==> src/rtl/adc_seq_pkg.sv <==
package adc_seq_pkg;

    typedef enum logic [1:0] {
        PH_IDLE  = 2'd0,
        PH_TRACK = 2'd1,
        PH_CONV  = 2'd2
    } phase_e;

    // start-mode codes; order is fixed by software
    localparam logic [2:0] SM_SOFT = 3'b000;
    localparam logic [2:0] SM_TMR0 = 3'b001;
    localparam logic [2:0] SM_TMR2 = 3'b010;
    localparam logic [2:0] SM_TMR1 = 3'b011;
    localparam logic [2:0] SM_PIN  = 3'b100;
    localparam logic [2:0] SM_TMR3 = 3'b101;

    // control register bit positions
    localparam int CTL_EN   = 7;
    localparam int CTL_TM   = 6;
    localparam int CTL_DONE = 5;
    localparam int CTL_BUSY = 4;
    localparam int CTL_WIN  = 3;

endpackage

==> src/rtl/adc_sar_clkdiv.sv <==
module adc_sar_clkdiv #(
    parameter int DIV_W = 4
) (
    input  logic             clk,
    input  logic             rst_n,
    input  logic             restart,
    input  logic [DIV_W-1:0] div,
    output logic             tick
);

    logic [DIV_W-1:0] cnt_d, cnt_q;

    always_comb begin
        tick  = (cnt_q >= div);
        cnt_d = cnt_q + 1'b1;
        if (restart || tick) begin
            cnt_d = '0;
        end
    end

    always_ff @(posedge clk or negedge rst_n) begin
        if (!rst_n) begin
            cnt_q <= '0;
        end else begin
            cnt_q <= cnt_d;
        end
    end

    AST_TICK_WRAP: assert property (@(posedge clk) disable iff (!rst_n)
        (tick || restart) |=> (cnt_q == '0));

endmodule

==> src/rtl/adc_trig_sel.sv <==
module adc_trig_sel
    import adc_seq_pkg::*;
#(
    parameter int SYNC_STAGES = 2
) (
    input  logic       clk,
    input  logic       rst_n,
    input  logic [2:0] mode,
    input  logic [3:0] tmr_ovf,
    input  logic       pin,
    output logic       hw_trig,
    output logic       pin_lvl
);

    localparam int SH_W = SYNC_STAGES + 1;

    // synchroniser stages plus one history stage for edge detection
    logic [SH_W-1:0] sh_d, sh_q;
    logic            pin_rise;

    always_comb begin
        sh_d     = {sh_q[SH_W-2:0], pin};
        pin_lvl  = sh_q[SYNC_STAGES-1];
        pin_rise = sh_q[SYNC_STAGES-1] & ~sh_q[SYNC_STAGES];
        case (mode)
            SM_TMR0: hw_trig = tmr_ovf[0];
            SM_TMR1: hw_trig = tmr_ovf[1];
            SM_TMR2: hw_trig = tmr_ovf[2];
            SM_TMR3: hw_trig = tmr_ovf[3];
            SM_PIN:  hw_trig = pin_rise;
            default: hw_trig = 1'b0;
        endcase
    end

    // reset high so a pin idling high gives no false edge
    always_ff @(posedge clk or negedge rst_n) begin
        if (!rst_n) begin
            sh_q <= '1;
        end else begin
            sh_q <= sh_d;
        end
    end

    AST_RISE_SINGLE: assert property (@(posedge clk) disable iff (!rst_n)
        pin_rise |=> !pin_rise);

endmodule

==> src/rtl/adc_start_seq.sv <==
module adc_start_seq
    import adc_seq_pkg::*;
#(
    parameter int CONV_CLKS   = 12,
    parameter int TRACK_CLKS  = 3,
    parameter int DIV_W       = 4,
    parameter int SYNC_STAGES = 2
) (
    input  logic             clk,
    input  logic             rst_n,
    input  logic             wr_en,
    input  logic [7:0]       wr_data,
    output logic [7:0]       rd_data,
    input  logic [DIV_W-1:0] sar_div,
    input  logic [3:0]       tmr_ovf,
    input  logic             cnv_pin,
    input  logic             win_hit,
    output logic             sar_track,
    output logic             sar_convert
);

    localparam int PH_MAX = (CONV_CLKS > TRACK_CLKS) ? CONV_CLKS : TRACK_CLKS;
    localparam int CNT_W  = $clog2(PH_MAX + 1);
    localparam logic [CNT_W-1:0] CONV_LAST = CNT_W'(CONV_CLKS - 1);
    localparam logic [CNT_W-1:0] TRK_LAST  = CNT_W'(TRACK_CLKS - 1);

    typedef struct packed {
        logic             en;
        logic             tmode;
        logic             done;
        logic             win;
        logic [2:0]       mode;
        phase_e           phase;
        logic [CNT_W-1:0] cnt;
    } ctl_t;

    ctl_t       d, q;
    logic       eff_en, eff_tm;
    logic [2:0] eff_mode;
    logic       sw_go, hw_trig, pin_lvl, tick, start_ok, conv_fin;

    adc_trig_sel #(
        .SYNC_STAGES (SYNC_STAGES)
    ) i_trig (
        .clk     (clk),
        .rst_n   (rst_n),
        .mode    (eff_mode),
        .tmr_ovf (tmr_ovf),
        .pin     (cnv_pin),
        .hw_trig (hw_trig),
        .pin_lvl (pin_lvl)
    );

    adc_sar_clkdiv #(
        .DIV_W (DIV_W)
    ) i_div (
        .clk     (clk),
        .rst_n   (rst_n),
        .restart (start_ok),
        .div     (sar_div),
        .tick    (tick)
    );

    always_comb begin
        d        = q;
        start_ok = 1'b0;
        conv_fin = 1'b0;
        eff_en   = wr_en ? wr_data[CTL_EN] : q.en;
        eff_tm   = wr_en ? wr_data[CTL_TM] : q.tmode;
        eff_mode = wr_en ? wr_data[2:0]    : q.mode;
        sw_go    = wr_en && wr_data[CTL_BUSY] && (wr_data[2:0] == SM_SOFT);

        if (wr_en) begin
            d.en    = wr_data[CTL_EN];
            d.tmode = wr_data[CTL_TM];
            d.mode  = wr_data[2:0];
        end

        if (!eff_en) begin
            d.phase = PH_IDLE;
            d.cnt   = '0;
        end else begin
            case (q.phase)
                PH_IDLE: begin
                    if (sw_go || hw_trig) begin
                        start_ok = 1'b1;
                        d.cnt    = '0;
                        d.phase  = (eff_tm && eff_mode != SM_PIN) ? PH_TRACK : PH_CONV;
                    end
                end
                PH_TRACK: begin
                    if (tick) begin
                        if (q.cnt == TRK_LAST) begin
                            d.phase = PH_CONV;
                            d.cnt   = '0;
                        end else begin
                            d.cnt = q.cnt + 1'b1;
                        end
                    end
                end
                PH_CONV: begin
                    if (tick) begin
                        if (q.cnt == CONV_LAST) begin
                            d.phase  = PH_IDLE;
                            d.cnt    = '0;
                            conv_fin = 1'b1;
                        end else begin
                            d.cnt = q.cnt + 1'b1;
                        end
                    end
                end
                default: begin
                    d.phase = PH_IDLE;
                    d.cnt   = '0;
                end
            endcase
        end

        // hardware set outranks a software clear
        d.done = conv_fin | (wr_en ? wr_data[CTL_DONE] : q.done);
        d.win  = win_hit  | (wr_en ? wr_data[CTL_WIN]  : q.win);
    end

    always_ff @(posedge clk or negedge rst_n) begin
        if (!rst_n) begin
            q <= '0;
        end else begin
            q <= d;
        end
    end

    always_comb begin
        rd_data     = {q.en, q.tmode, q.done, (q.phase != PH_IDLE), q.win, q.mode};
        sar_convert = (q.phase == PH_CONV);
        sar_track   = q.en && ((q.phase == PH_TRACK) ||
                      ((q.phase == PH_IDLE) && (!q.tmode || (q.mode == SM_PIN && !pin_lvl))));
    end

    AST_OFF_QUIET: assert property (@(posedge clk) disable iff (!rst_n)
        !q.en |-> (!sar_track && !sar_convert));
    AST_RSVD_NO_START: assert property (@(posedge clk) disable iff (!rst_n)
        (q.phase == PH_IDLE && q.mode[2:1] == 2'b11 && !wr_en) |=> !rd_data[CTL_BUSY]);
    AST_TRACK_CONV_EXCL: assert property (@(posedge clk) disable iff (!rst_n)
        !(sar_track && sar_convert));
    AST_DONE_ON_FALL: assert property (@(posedge clk) disable iff (!rst_n)
        ($fell(sar_convert) && q.en) |-> q.done);
    AST_WIN_STICKY: assert property (@(posedge clk) disable iff (!rst_n)
        win_hit |=> q.win);
    AST_NO_RETRIG: assert property (@(posedge clk) disable iff (!rst_n)
        (q.phase == PH_CONV && !tick) |=> (q.phase == PH_CONV || !q.en));

endmodule

==> config.mk <==
export PLATFORM = sky130hd
export DESIGN_NAME = adc_start_seq
export DESIGN_NICKNAME = d
export VERILOG_FILES = /design/src/rtl/adc_seq_pkg.sv /design/src/rtl/adc_sar_clkdiv.sv /design/src/rtl/adc_trig_sel.sv /design/src/rtl/adc_start_seq.sv
export SDC_FILE = /design/constraint.sdc
export NUM_CORES = 1
export LEC_CHECK = 0
export ABC_AREA = 0
export BUFFER_PORTS_ARGS = -buffer_cell sky130_fd_sc_hd__buf_2
export CAP_MARGIN = 20
export CORE_MARGIN = 8
export CORE_UTILIZATION = 51
export CTS_CLUSTER_DIAMETER = 100
export DETAILED_ROUTE_END_ITERATION = 7
export PLACE_DENSITY_LB_ADDON = 0.2
export REMOVE_ABC_BUFFERS = 1
export SLEW_MARGIN = 30
export SYNTH_ARGS = -nofsm -noshare
export SYNTH_HDL_FRONTEND = slang
export SYNTH_SLANG_ARGS = --single-unit
==> constraint.sdc <==
create_clock -name clk -period 2.6 [get_ports clk]
set_input_delay 0.52 -clock clk [delete_from_list [all_inputs] [get_ports clk]]
set_output_delay 0.52 -clock clk [all_outputs]
set_load 0.02 [all_outputs]
==> metrics.md, run 1 <==
| Metric | Value |
|---|---|
| Synth Instances | 115 |
| Crit-path cells | or4b_2 -> a311oi_1 -> buf_2 |
| Port bufs | 30 |
| Initial core utilization | 53.39% |
| Post-Syn Area | ~1200 µm² |
| Leak pwr | between 0.6 and 0.7 nW |
| Worst-Margin Slew | 0.4915 ns |
| Remaining global-route overflow | 0 |
| Die X | 64.13 µm |
| PostCTS Resize Cnt | 0 |
| Worst EP arrival | 1.90 ns |
| RSZ-0062 raised after global routing | false |
| Maximum fanout along the worst path | 3 |
| Final setup viols | 0 |
| Final wirelength | 2535 µm |
| Post-place setup slack | 0.3067 ns |
| Met3 wire length | 153 µm |
| Max stage delay on crit path | 0.65 ns |
| Seq cells post-synth | 20 |
| EDFF count, synth | 0 |
| Fin crit share | ~93% |
| Area Growth Syn to Fin | 15.36% |
| Vias in the first global route | 991 |
| All-Layer GR Usage | 13.40% |
| Routed WL per cell | 14.91 µm |
| Io pins | 31 |
| Worst Setup Start Kind | register |
| Initial DRT Pass Iterations | 4 |
| Distinct cells, synth | 38 |
| Ant diodes | 0 |
| Final Max Slew Viols | 0 |
| CTS tree | done |
| Final hold violations | 0 |
| Initial antenna violation count | 0 |
| Max-cap viol count | 0 |
| # H-tree levels | 1 |
| WL met1 | ~1200 µm |
| Async set-reset flop share out of synthesis | between 90% and 100% |
| Syn Area/Cell | roughly 10 µm² |
| DR WL met2 | 1187 µm |
| Largest net degree at the start of global routing | 21 |
| Clock Tree Root | clkbuf_4 |
| Vias after detailed routing | 937 |
| Post-synthesis sequential area ratio | 42.69% |
| Worst Slack Setup Final | 0.1761 ns |
| Most common cell after layout, fill and taps aside | buf_2 |
| Clk slew on worst S/H paths | 0.12 ns |
| Status | finished clean |
| Die H | 64.13 µm |
| Vias per cell | about 5.5 |
| Clk sinks | 20 |
| Hold_buf cts | 0 |
| Die Area | 4112 µm² |
| Postcts setup bufs | 0 |
| Tmin final | 2.424 ns |
| Ranking of synthesized cells by area | dfrtp_1 36%, ha_1 7.4%, dfstp_2 6.7% |
| Worst vdd ir | around 0.5 mV |
| Worst min path class | primary input to async pin |
| Synth Warn # | 0 |
| Post-synth top flop | dfrtp_1 |
| DRC viols | 0 |
| Max layer used | met4 |
| Required @ worst endpoint | about 2.1 ns |
| Fraction of layout cells with a size suffix above 1 | 33.10% |
| CTS max path bufs | 2 |
| Most frequent cells in the layout | 30 x buf_2, 17 x dfrtp_1, 13 x inv_1 |
| F_max | 412.6 MHz |
| Crit Path Category | register to output port |
| Clk_skew | 0.01488 ns |
| Worst r2r path cells | 8 |
| Post-DRT Antenna Nets | 0 |
| Iter 0 DRT Violations | 32 |
| Dominant cell type by area after synthesis | dfrtp_1 |
| First-pass GRT wire length | 4457 µm |
| Setup TNS | 0 ns |
| Synth top area share | 36.02% |
| Normalized max-slew margin | about two thirds |
| CP endpoint kind | output port |
| Pwr/cell area | 859.6 nW/µm² |
| Post-DP HPWL | 2011 µm |
| RePlAce Congestion | 0.8402 |
| Core area | 2212 µm² |
| Clk Latency, worst-skew pair | 0.31 ns |
| Site Rows | 17 |
| Slowest CP cell | or4b_2 |
| Total CTS buffers | 3 |
| Final nets | about 170 |
sequential cells by signal, summed over array words and instances, names as in the netlist:
name	cells
q	6
i_trig.sh_q	3
i_div.cnt_q	4
rd_data	7
layout make-up:
class,count,area [µm²]
fill,201,849.6
multi-input combinational,74,564.3
sequential,20,504.2
timing repair buffer,31,157.7
inverter,13,48.80
tap,28,35.03
clock inverter,1,30.03
clock buffer,3,22.52
cells in the mapped netlist (3+ instances only):
master	number
buf_4	7
nor2_1	11
ha_1	7
dfstp_2	3
a21oi_1	3
nand2_1	5
a211oi_1	3
mux2_4	3
dfrtp_1	17
mux2i_1	4
nand2b_1	3
o21ai_0	3
inv_1	13
worst max-delay path, delay by kind of cell (launching register included):
kind	cells	cell delay, ns
simple gates	1	0.65
compound gates	1	0.32
buf+inv	1	0.22
flops	1	0.40
routing by layer:
metal	global-route usage, %	up-vias
met1	16.58	445
li1	-	458
met3	4.355	5
met5	0	-
met2	21.20	29
met4	5.177	0
path summary, 6_finish.rpt:
check,start,endpoint,slack [ns]
setup / recovery,i_trig.sh_q[1],sar_track,0.18
max in group asynchronous,rst_n,i_trig.sh_q[1],2.13
setup reg to reg,i_div.cnt_q[0],q[1],0.62
min in group clk,cnv_pin,i_trig.sh_q[0],0.29
hold reg to reg,i_trig.sh_q[0],i_trig.sh_q[1],0.37
hold / removal,rst_n,rd_data[7],0.13
kinds of logic (layout without fill, tap and decap cells):
logic type	after synthesis	count (layout)	share of synthesized area, %
AO/OA/AOI/OAI	24	24	15.47
XOR/XNOR	2	2	1.483
adder cells (fa/ha/maj)	7	7	7.415
buffers and inverters	21	48	9.534
flip-flops	20	20	42.69
multiplexers	9	9	9.110
AND/OR/NAND/NOR	32	32	14.30
power by group:
group,switching [mW],internal [mW],leakage (nW)
logic,0.279,0.207,0.401
registers,0.0581,0.372,0.245
clock network,0.0997,0.156,0.0279
per-stage QoR:
step	total power, mW	util [%]	instances	area, µm²	hold WS, ns
floorplan	0.7684	-	107	1117	0.2244
global placement	0.9019	59.22	166	1310	0.3505
detailed placement	0.9178	59.22	166	1310	0.3563
CTS	1.178	61.60	170	1363	0.1465
global route	1.262	61.60	170	1363	0.1587
finish	1.171	61.60	170	1363	0.1336
Power figures use the tool's default switching activity.
==> run 2: changes to the inputs <==
Settings changed: ABC_AREA 0 to not set, CORE_ASPECT_RATIO set to 0.6.
==> metrics.md, run 2 (synthesis gave the netlist of run 1 again) <==
| Metric | Value |
|---|---|
| Status | finished clean |
| Iter 0 DRT Violations | 85 |
| # H-tree levels | 1 |
| CP Launch Point | i_trig.sh_q[1] |
| Pwr/cell area | just over 800 nW/µm² |
| Tmin final | 2.348 ns |
| Routed WL per cell | 14.66 µm |
| Worst Setup Start Kind | register |
| Max reg flops | 7 |
| Final Max Slew Viols | 0 |
| Largest net degree at the start of global routing | 21 |
| Total CTS buffers | 3 |
| Core area | ~2200 µm² |
| RSZ-0062 raised after global routing | false |
| Crit-path cells | or4b_2 -> a311oi_1 -> buf_2 |
| Worst r2r path cells | 8 |
| Max stage delay on crit path | 0.69 ns |
| Fin util | 62.28% |
| Worst r2r src | i_div.cnt_q[0] |
| Remaining global-route overflow | 0 |
| Clk sinks | 20 |
| Final nets | roughly 170 |
| CTS tree | done |
| Final hold violations | 0 |
| Max-cap viol count | 0 |
| Site Rows | 13 |
| Final hold slack | 0.1975 ns |
| Die Area | around 4200 µm² |
| Final setup viols | 0 |
| Post-DRT Antenna Nets | 0 |
| Clk Latency, worst-skew pair | ~0.25 ns |
| Crit Path Category | register to output port |
| Net Switching | 0.4299 mW |
| Worst-Margin Slew | 0.4490 ns |
| Sw Ratio | between 30% and 40% |
| DRC viols | 0 |
| Port bufs | 30 |
| All-Layer GR Usage | 12.89% |
| CTS max path bufs | 2 |
| Worst min path class | primary input to async pin |
| Io pins | 31 |
| Int Power | 0.6875 mW |
| Ant diodes | 0 |
| Total power | 1.117 mW |
| Fraction of layout cells with a size suffix above 1 | around 32% |
| Fin crit share | 90.31% |
| Area Growth Syn to Fin | 14.94% |
| Required @ worst endpoint | 2.08 ns |
| Normalized max-slew margin | 69.79% |
| Worst R2R Setup Slack | approximately 0.63 ns |
| CP endpoint kind | output port |
| Vias after detailed routing | 910 |
| Combinational Power Share | 43.2% |
| Maximum fanout along the worst path | 3 |
| Worst EP arrival | 1.83 ns |
| RePlAce Congestion | 0.8717 |
| Slowest CP cell | or4b_2 |
| Vias per cell | 5.291 |
| Postcts setup bufs | 0 |
| PostCTS Resize Cnt | 0 |
| Worst vdd ir | 0.4614 mV |
| Final wirelength | 2521 µm |
| Initial core utilization | 54.19% |
| Die H | 53.28 µm |
| Hold_buf cts | 0 |
| Most common cell after layout, fill and taps aside | buf_2 |
| Vias in the first global route | ~900 |
| Clock power frac | between 15 and 20% |
| Flop pwr share | 38.6% |
| First-pass GRT wire length | 4291 µm |
| Post-DP HPWL | 2023 µm |
| Die X | 78.13 µm |
| Setup TNS | 0 ns |
| Reg2reg end | q[1] |
| Leak pwr | 0.6693 nW |
| F_max | between 400 and 500 MHz |
| Initial DRT Pass Iterations | 4 |
| Clk_skew | 0.008256 ns |
| Clock Tree Root | clkbuf_8 |
| Initial antenna violation count | 0 |
| Most frequent cells in the layout | 30 x buf_2, 17 x dfrtp_1, 13 x inv_1 |
| Clk slew on worst S/H paths | 0.07 ns |
[run 2: layout make-up]
class	instances	area (µm²)
Fill cell	183	822.0
Multi-Input combinational cell	74	564.3
Sequential cell	20	504.2
Timing Repair Buffer	31	157.7
Inverter	13	48.80
Clock buffer	4	45.04
Tap cell	30	37.54
[run 2: worst max-delay path: cells and delay by family, from the launching register on]
family / cells / cell delay (ns)
compound gates: 1 / 0.30
buf+inv: 1 / 0.21
flops: 1 / 0.37
simple gates: 1 / 0.69
[run 2: how the worst max path moves through the flow]
| stage | to | cells past startpoint |
|---|---|---|
| finish | sar_track | 3 |
| CTS | sar_track | 3 |
| detailed placement | q[1] | 7 |
| global placement | q[1] | 7 |
| global route | sar_track | 3 |
| floorplan | sar_track | 2 |
[run 2: layer usage]
metal / wire length (µm) / GRT usage [%]
met5: 0 / 0
met4: 8 / 0.9146
met3: 181 / 5.912
met2: 1189 / 21.07
met1: 1141 / 15.97
[run 2: per-stage QoR]
step / setup WS, ns / cells / cell area, µm²
2_1_floorplan: 0.3569 / 107 / 1117
3_3_place_gp: 0.3600 / 168 / 1313
3_5_place_dp: 0.2993 / 168 / 1313
4_1_cts: 0.2713 / 172 / 1358
5_1_grt: 0.1266 / 172 / 1358
6_report: 0.2520 / 172 / 1358
[run 2: power groups by stage]
stage               clock network [mW]  registers (mW)  logic [mW]
finish                           0.204           0.431       0.482
global route                     0.225           0.441       0.549
global placement                     0           0.435       0.466
detailed placement                   0           0.436       0.480
floorplan                            0           0.434       0.334
CTS                              0.207           0.430       0.483
